## config.mk

```make
export PLATFORM = sky130hd
export DESIGN_NAME = c4_row_builder
export DESIGN_NICKNAME = d
export VERILOG_FILES = /design/src/rtl/c4rb_pkg.sv /design/src/rtl/c4rb_seq.sv /design/src/rtl/c4rb_byte_mux.sv /design/src/rtl/c4rb_out_stage.sv /design/src/rtl/c4_row_builder.sv
export SDC_FILE = /design/constraint.sdc
export NUM_CORES = 1
export LEC_CHECK = 0
export BUFFER_PORTS_ARGS = -buffer_cell sky130_fd_sc_hd__buf_4
export CAP_MARGIN = 5
export CORE_ASPECT_RATIO = 0.8
export CORE_MARGIN = 2
export CORE_UTILIZATION = 57
export CTS_BUF_LIST = sky130_fd_sc_hd__clkbuf_4 sky130_fd_sc_hd__clkbuf_8
export DETAILED_ROUTE_END_ITERATION = 12
export PLACE_DENSITY = 0.86
export SYNTH_ARGS = -nofsm -noshare
export SYNTH_HDL_FRONTEND = slang
export SYNTH_SLANG_ARGS = --single-unit
export TNS_END_PERCENT = 100
```

## constraint.sdc

```tcl
create_clock -name clk -period 4.1 [get_ports clk]
set_input_delay 0.205 -clock clk [delete_from_list [all_inputs] [get_ports clk]]
set_output_delay 0.205 -clock clk [all_outputs]
set_load 0.05 [all_outputs]
```

## src/rtl/c4rb_pkg.sv

```systemverilog
package c4rb_pkg;

    localparam int unsigned C4_BLOCKS    = 20;
    localparam int unsigned C4_BLK_BYTES = 13;
    localparam int unsigned BYTE_W       = 8;

    typedef enum logic [1:0] {
        SP_W = 2'd0,
        SP_X = 2'd1,
        SP_Y = 2'd2,
        SP_Z = 2'd3
    } spec_e;

    typedef enum logic [1:0] {
        FILL_MAPPED = 2'b00,
        FILL_UNEQ   = 2'b01,
        FILL_SUPV   = 2'b10,
        FILL_BLANK  = 2'b11
    } fill_e;

    typedef enum logic [1:0] {
        SLOT_NONE = 2'd0,
        SLOT_POH  = 2'd1,
        SLOT_SPEC = 2'd2,
        SLOT_INFO = 2'd3
    } slot_e;

    typedef struct packed {
        logic              justify;
        fill_e             fill;
        logic              poh_on;
        logic [BYTE_W-1:0] poh;
        logic [1:0]        obits;
    } row_cfg_t;

    typedef struct packed {
        slot_e kind;
        spec_e spec;
    } slot_t;

    typedef struct packed {
        logic [BYTE_W-1:0] data;
        logic              first;
        logic              last;
    } out_beat_t;

    // Special byte type of each 13-byte block within a row
    function automatic spec_e spec_of(input int unsigned blk);
        spec_e s;
        case (blk)
            0:                  s = SP_W;
            1, 8, 10, 14, 17:   s = SP_X;
            19:                 s = SP_Z;
            default:            s = SP_Y;
        endcase
        return s;
    endfunction

    function automatic logic payload_live(input fill_e f);
        return (f == FILL_MAPPED);
    endfunction

    function automatic logic poh_live(input fill_e f);
        return (f == FILL_MAPPED) || (f == FILL_SUPV);
    endfunction

    // Thermometer mask: top n lanes set
    function automatic logic [BYTE_W-1:0] lead_mask(input int unsigned n);
        logic [BYTE_W-1:0] m;
        m = '0;
        for (int unsigned i = 0; i < BYTE_W; i++) begin
            if (i < n) m[BYTE_W-1-i] = 1'b1;
        end
        return m;
    endfunction

endpackage

```

## src/rtl/c4rb_seq.sv

```systemverilog
module c4rb_seq
    import c4rb_pkg::*;
#(
    parameter int unsigned BLOCKS    = C4_BLOCKS,
    parameter int unsigned BLK_BYTES = C4_BLK_BYTES
) (
    input  logic     clk,
    input  logic     rst,
    input  logic     start,
    input  row_cfg_t cfg_in,
    output logic     busy,
    output logic     accept,
    output logic     at_last,
    output slot_t    slot,
    output row_cfg_t cfg
);

    localparam int unsigned BLK_IW = (BLOCKS    > 1) ? $clog2(BLOCKS)    : 1;
    localparam int unsigned POS_IW = (BLK_BYTES > 1) ? $clog2(BLK_BYTES) : 1;
    localparam logic [BLK_IW-1:0] BLK_MAX = BLK_IW'(BLOCKS - 1);
    localparam logic [POS_IW-1:0] POS_MAX = POS_IW'(BLK_BYTES - 1);

    logic              at_poh;
    logic [BLK_IW-1:0] blk;
    logic [POS_IW-1:0] pos;

    assign accept  = start && !busy;
    assign at_last = busy && !at_poh && (blk == BLK_MAX) && (pos == POS_MAX);

    always_ff @(posedge clk) begin
        if (rst) begin
            busy   <= 1'b0;
            at_poh <= 1'b0;
            blk    <= '0;
            pos    <= '0;
            cfg    <= '0;
        end else if (accept) begin
            busy   <= 1'b1;
            at_poh <= 1'b1;
            blk    <= '0;
            pos    <= '0;
            cfg    <= cfg_in;
        end else if (busy) begin
            if (at_poh) begin
                at_poh <= 1'b0;
            end else if (pos == POS_MAX) begin
                pos <= '0;
                if (blk == BLK_MAX) begin
                    busy <= 1'b0;
                    blk  <= '0;
                end else begin
                    blk <= blk + 1'b1;
                end
            end else begin
                pos <= pos + 1'b1;
            end
        end
    end

    always_comb begin
        slot.spec = spec_of(32'(blk));
        if (!busy)            slot.kind = SLOT_NONE;
        else if (at_poh)      slot.kind = SLOT_POH;
        else if (pos == '0)   slot.kind = SLOT_SPEC;
        else                  slot.kind = SLOT_INFO;
    end

    // a running row keeps going until its last column
    p_run_holds_r2: assert property (@(posedge clk) disable iff (rst)
        (busy && !at_last) |=> busy);

    // after the last column the sequencer is idle
    p_row_ends_r2: assert property (@(posedge clk) disable iff (rst)
        at_last |=> !busy);

    // the captured controls do not move during a row
    p_cfg_frozen_r12: assert property (@(posedge clk) disable iff (rst)
        (busy && !at_last) |=> $stable(cfg));

endmodule

```

## src/rtl/c4rb_byte_mux.sv

```systemverilog
module c4rb_byte_mux
    import c4rb_pkg::*;
(
    input  slot_t              slot,
    input  row_cfg_t           cfg,
    input  logic [BYTE_W-1:0]  trib_bits,
    output logic [BYTE_W-1:0]  byte_out,
    output logic [BYTE_W-1:0]  take
);

    localparam int unsigned Z_INFO = 6;

    logic live;
    assign live = payload_live(cfg.fill);

    always_comb begin
        byte_out = '0;
        take     = '0;
        unique case (slot.kind)
            SLOT_NONE: begin
                byte_out = '0;
            end
            SLOT_POH: begin
                if (poh_live(cfg.fill) && cfg.poh_on) byte_out = cfg.poh;
            end
            SLOT_INFO: begin
                if (live) begin
                    byte_out = trib_bits;
                    take     = lead_mask(BYTE_W);
                end
            end
            SLOT_SPEC: begin
                if (live) begin
                    unique case (slot.spec)
                        SP_W: begin
                            byte_out = trib_bits;
                            take     = lead_mask(BYTE_W);
                        end
                        SP_X: begin
                            byte_out = {cfg.justify, 5'b00000, cfg.obits};
                        end
                        SP_Y: begin
                            byte_out = '0;
                        end
                        SP_Z: begin
                            if (cfg.justify) begin
                                byte_out = {trib_bits[7:2], 2'b00};
                                take     = lead_mask(Z_INFO);
                            end else begin
                                byte_out = {trib_bits[7:1], 1'b0};
                                take     = lead_mask(Z_INFO + 1);
                            end
                        end
                    endcase
                end
            end
        endcase
    end

endmodule

```

## src/rtl/c4rb_out_stage.sv

```systemverilog
module c4rb_out_stage
    import c4rb_pkg::*;
(
    input  logic              clk,
    input  logic              rst,
    input  logic              in_valid,
    input  out_beat_t         in_beat,
    output logic [BYTE_W-1:0] row_data,
    output logic              row_valid,
    output logic              row_first,
    output logic              row_last
);

    out_beat_t beat_q;
    logic      valid_q;

    always_ff @(posedge clk) begin
        if (rst) begin
            beat_q  <= '0;
            valid_q <= 1'b0;
        end else begin
            valid_q <= in_valid;
            beat_q  <= in_valid ? in_beat : '0;
        end
    end

    assign row_data  = beat_q.data;
    assign row_valid = valid_q;
    assign row_first = beat_q.first;
    assign row_last  = beat_q.last;

    // the last column is followed by a gap of at least one cycle
    p_gap_after_last_r2: assert property (@(posedge clk) disable iff (rst)
        row_last |=> !row_valid);

    // row markers only ride on valid bytes
    p_marks_need_valid_r2: assert property (@(posedge clk) disable iff (rst)
        (row_first || row_last) |-> row_valid);

    // bytes of a row arrive back to back
    p_bytes_contiguous_r2: assert property (@(posedge clk) disable iff (rst)
        (row_valid && !row_last) |=> row_valid);

endmodule

```

## src/rtl/c4_row_builder.sv

```systemverilog
module c4_row_builder
    import c4rb_pkg::*;
#(
    parameter int unsigned BLOCKS    = C4_BLOCKS,
    parameter int unsigned BLK_BYTES = C4_BLK_BYTES
) (
    input  logic        clk,
    input  logic        rst,
    input  logic        row_start,
    input  logic        row_justify,
    input  logic [1:0]  row_fill,
    input  logic        poh_enable,
    input  logic [7:0]  poh_byte,
    input  logic [1:0]  ovhd_bits,
    input  logic [7:0]  trib_bits,
    output logic [7:0]  bit_take,
    output logic        busy,
    output logic [7:0]  row_data,
    output logic        row_valid,
    output logic        row_first,
    output logic        row_last
);

    // Tributary bits per row when the opportunity bit is used as stuff
    localparam int unsigned BITS_JUST = BLOCKS * (BLK_BYTES - 1) * BYTE_W + BYTE_W + 6;
    localparam int unsigned TOT_W     = $clog2(BITS_JUST + 2);

    row_cfg_t  cfg_in, cfg;
    slot_t     slot;
    logic      accept, at_last;
    logic [BYTE_W-1:0] mux_byte;
    out_beat_t beat;

    always_comb begin
        cfg_in.justify = row_justify;
        cfg_in.fill    = fill_e'(row_fill);
        cfg_in.poh_on  = poh_enable;
        cfg_in.poh     = poh_byte;
        cfg_in.obits   = ovhd_bits;
    end

    c4rb_seq #(
        .BLOCKS    (BLOCKS),
        .BLK_BYTES (BLK_BYTES)
    ) i_seq (
        .clk     (clk),
        .rst     (rst),
        .start   (row_start),
        .cfg_in  (cfg_in),
        .busy    (busy),
        .accept  (accept),
        .at_last (at_last),
        .slot    (slot),
        .cfg     (cfg)
    );

    c4rb_byte_mux i_mux (
        .slot      (slot),
        .cfg       (cfg),
        .trib_bits (trib_bits),
        .byte_out  (mux_byte),
        .take      (bit_take)
    );

    always_comb begin
        beat.data  = mux_byte;
        beat.first = (slot.kind == SLOT_POH);
        beat.last  = at_last;
    end

    c4rb_out_stage i_out (
        .clk       (clk),
        .rst       (rst),
        .in_valid  (busy),
        .in_beat   (beat),
        .row_data  (row_data),
        .row_valid (row_valid),
        .row_first (row_first),
        .row_last  (row_last)
    );

    // Consumption tally used by the per-row bit budget check
    logic [TOT_W-1:0] take_total;
    logic [TOT_W-1:0] take_now;
    logic [TOT_W-1:0] budget;

    assign take_now = TOT_W'($countones(bit_take));
    assign budget   = !payload_live(cfg.fill) ? '0 :
                      (cfg.justify ? TOT_W'(BITS_JUST) : TOT_W'(BITS_JUST + 1));

    always_ff @(posedge clk) begin
        if (rst)         take_total <= '0;
        else if (accept) take_total <= '0;
        else if (busy)   take_total <= take_total + take_now;
    end

    // the bits consumed in a row match the justification decision
    p_row_budget_r8: assert property (@(posedge clk) disable iff (rst)
        at_last |-> (take_total + take_now == budget));

    // consume strobes fill from the top lane only
    p_take_shape_r9: assert property (@(posedge clk) disable iff (rst)
        (bit_take == 8'h00) || (bit_take == 8'hFF) ||
        (bit_take == 8'hFE) || (bit_take == 8'hFC));

    // nothing is consumed while idle
    p_idle_no_take_r9: assert property (@(posedge clk) disable iff (rst)
        !busy |-> (bit_take == 8'h00));

    // unequipped fills never pull tributary bits
    p_uneq_no_take_r10: assert property (@(posedge clk) disable iff (rst)
        (busy && (cfg.fill != FILL_MAPPED)) |-> (bit_take == 8'h00));

endmodule

```

==> results_dict.tcl <==
set metrics [dict create \
    grt_pass1_vias 1290 \
    worstPathMaxFanout 14 \
    r2r_end "i_seq.blk[3]$_SDFFE_PP0P_" \
    synth_area_leaders "dfxtp_1 45%, nand2_1 7.5%, a21oi_1 5.0%" \
    first_pass_iters 4 \
    end_kind "primary output" \
    seq_area_frac_synth 0.4496 \
    hold_ws_ps 52.27 \
    r2r_slack_ps 2150 \
    clk_pin_slew_ps 120 \
    synth_top_area_cell "dfxtp_1" \
    p_total_uw 679.8 \
    dieArea_sq_mm 0.003255 \
    cts_max_level 2 \
    netlist_instances 182 \
    grt_usage 0.2334 \
    peakVddDrop_mv 0.2668 \
    drive_gt1_frac 0.2838 \
    min_to "i_out.row_data[6]$_SDFF_PP0_" \
    cts_tree "yes" \
    setup_tns_ps 0 \
    die_x_microns 63.29 \
    holdBufCountCts 0 \
    yosysMostFrequentCell "dfxtp_1" \
    power.density_mw_per_mm2 345.9 \
    antenna_found_initial 0 \
    synthFlopType "dfxtp_1" \
    gp_congestion 0.8843 \
    cts_made_buffers 5 \
    ys_types 38 \
    avgSynthCellArea_sq_um 8.807 \
    area_growth_pct 22.64 \
    rsz0062_at_grt "false" \
    crit_arrival_ps 2260 \
    dpl.hpwl_microns 2599 \
    startpoint "i_seq.busy$_SDFF_PP0_" \
    cts_num_sinks 36 \
    drt_iter0_drc 50 \
    max_slew_margin 0.2755 \
    core-area_sq_mm 0.002723 \
    routed_via_density 5.312 \
    io_buffers 44 \
    clock_latency_ps 360 \
    syn_area_sq_mm 0.001603 \
    fmax_mhz 404.9 \
    min_from "trib_bits[6]" \
    crit_type "flip-flop to primary output" \
    final_nets 252 \
    fin_crit_ps 2470 \
    synth_nets 213 \
    worst_pin_slew_ps 1085 \
    r2r_start "i_seq.busy$_SDFF_PP0_" \
    final_antenna_net_count 0 \
    via_count 1381 \
    worstPathRequired_ps 3890 \
    p_leak_uw 0.0008499 \
    start_kind "flip-flop" \
    fin_crit_sh 0.6024 \
    routedWlPerCell_microns 13.16 \
    async_flop_share 0 \
    skew_ps 15.15 \
    grt-ovfl-total 0 \
    die_y_microns 51.43 \
    status "finished, final reports clean" \
    drv_cap 0 \
    clockBufferDepth 2 \
    initial_core_util 0.5887 \
    yosysWarningCount 0 \
    hold_path.class "primary input to flip-flop" \
    setup_viol 0 \
    hold_violations 0 \
    postCtsSetupBuffers 0 \
    placementRows 17 \
    drc 0 \
    wl_microns 3421 \
    clockRootBuffer "clkbuf_4" \
    worstRegToRegCells 4 \
    synth_edf_count 0 \
    ys_seq_elements 36 \
    hold_depth 2 \
    cts_resized 0 \
    grt_pass1_wl_microns 5754 \
    synthTopCellsByCount "36 x dfxtp_1, 32 x nand2_1, 20 x nor2_1" \
    grt_max_degree 23 \
    drv_slew 0 \
    synth_top_area_frac 0.4496 \
    antenna_cells 0 \
    ios 45 \
]
[placed cells by master (no fill, tap or decap), types with 4 or more instances in the layout]
| cell type | instances |
|---|---|
| buf_4 | 44 |
| dfxtp_1 | 36 |
| nand2_1 | 32 |
| nor2_1 | 20 |
| a21oi_1 | 16 |
| inv_1 | 6 |
| ha_1 | 6 |
| nand3_1 | 5 |
| clkbuf_4 | 5 |
| nor2b_1 | 4 |
| nor3_1 | 4 |
| xor2_1 | 4 |
| and2_1 | 4 |
| a22o_2 | 4 |
[critical path, stage by stage (launching register included)]
cell and delay [ps]:
dfxtp_1 610, nor2b_1 400, nand2_1 220, a21oi_1 390, buf_4 280
[sequential cells by signal, summed over array words and instances (netlist names)]
register,count
i_seq.pos,4
i_seq.at_poh,1
i_out.row_last,1
i_out.row_data,8
i_seq.cfg,14
i_out.row_valid,1
i_seq.busy,1
i_out.row_first,1
i_seq.blk,5
[per-stage QoR]
stage / cell area, sq um / util / setup WS, ps / instances
after detailed placement: 1909 / 0.7013 / 2059 / 252
final: 1966 / 0.7220 / 1630 / 260
after global placement: 1909 / 0.7013 / 2164 / 252
after floorplan: 1603 / - / 1351 / 182
after CTS: 1966 / 0.7220 / 1653 / 260
after global routing: 1966 / 0.7220 / 1386 / 260
[how the worst max path moves through the flow]
| stage | end | slack [ps] | depth (start not counted) |
|---|---|---|---|
| global placement | bit_take[3] | 2160 | 4 |
| finish | bit_take[4] | 1630 | 4 |
| CTS | bit_take[4] | 1650 | 4 |
| floorplan | bit_take[3] | 1350 | 4 |
| detailed placement | bit_take[4] | 2060 | 4 |
| global route | bit_take[4] | 1390 | 4 |
[routing by layer]
layer / GRT usage / wire length [microns] / up-vias
met5: 0 / 0 / -
met4: 0.1159 / 68 / 0
met3: 0.06388 / 264 / 7
met2: 0.3794 / 1601 / 55
met1: 0.2885 / 1488 / 629
li1: - / - / 690
[cell type report]
| type | count | area, sq um |
|---|---|---|
| multi-input combinational | 128 | 788.3 |
| sequential | 36 | 720.7 |
| clock buffer | 5 | 37.54 |
| timing repair buffer | 44 | 330.3 |
| fill | 221 | 757.0 |
| tap | 38 | 47.55 |
| inverter | 6 | 22.52 |
| clock inverter | 3 | 18.77 |
[cell families (layout without fill, tap and decap cells)]
kind of cell / Yosys count / after routing / synth area share
AOI/OAI and AO/OA: 34 / 34 / 0.1632
xor gates and xnor gates: 7 / 7 / 0.03825
adders and majority gates: 6 / 6 / 0.04684
buffers and inverters: 18 / 58 / 0.05855
DFF: 36 / 36 / 0.4496
muxes: 1 / 1 / 0.006245
and+or+nand+nor: 80 / 80 / 0.2373
[report_power, final]
group          switching (uW)  internal, uW
Clock                     129          65.8
Combinational            70.4          42.6
Sequential               10.3           362
No activity file was read; power rests on OpenSTA's default activity.
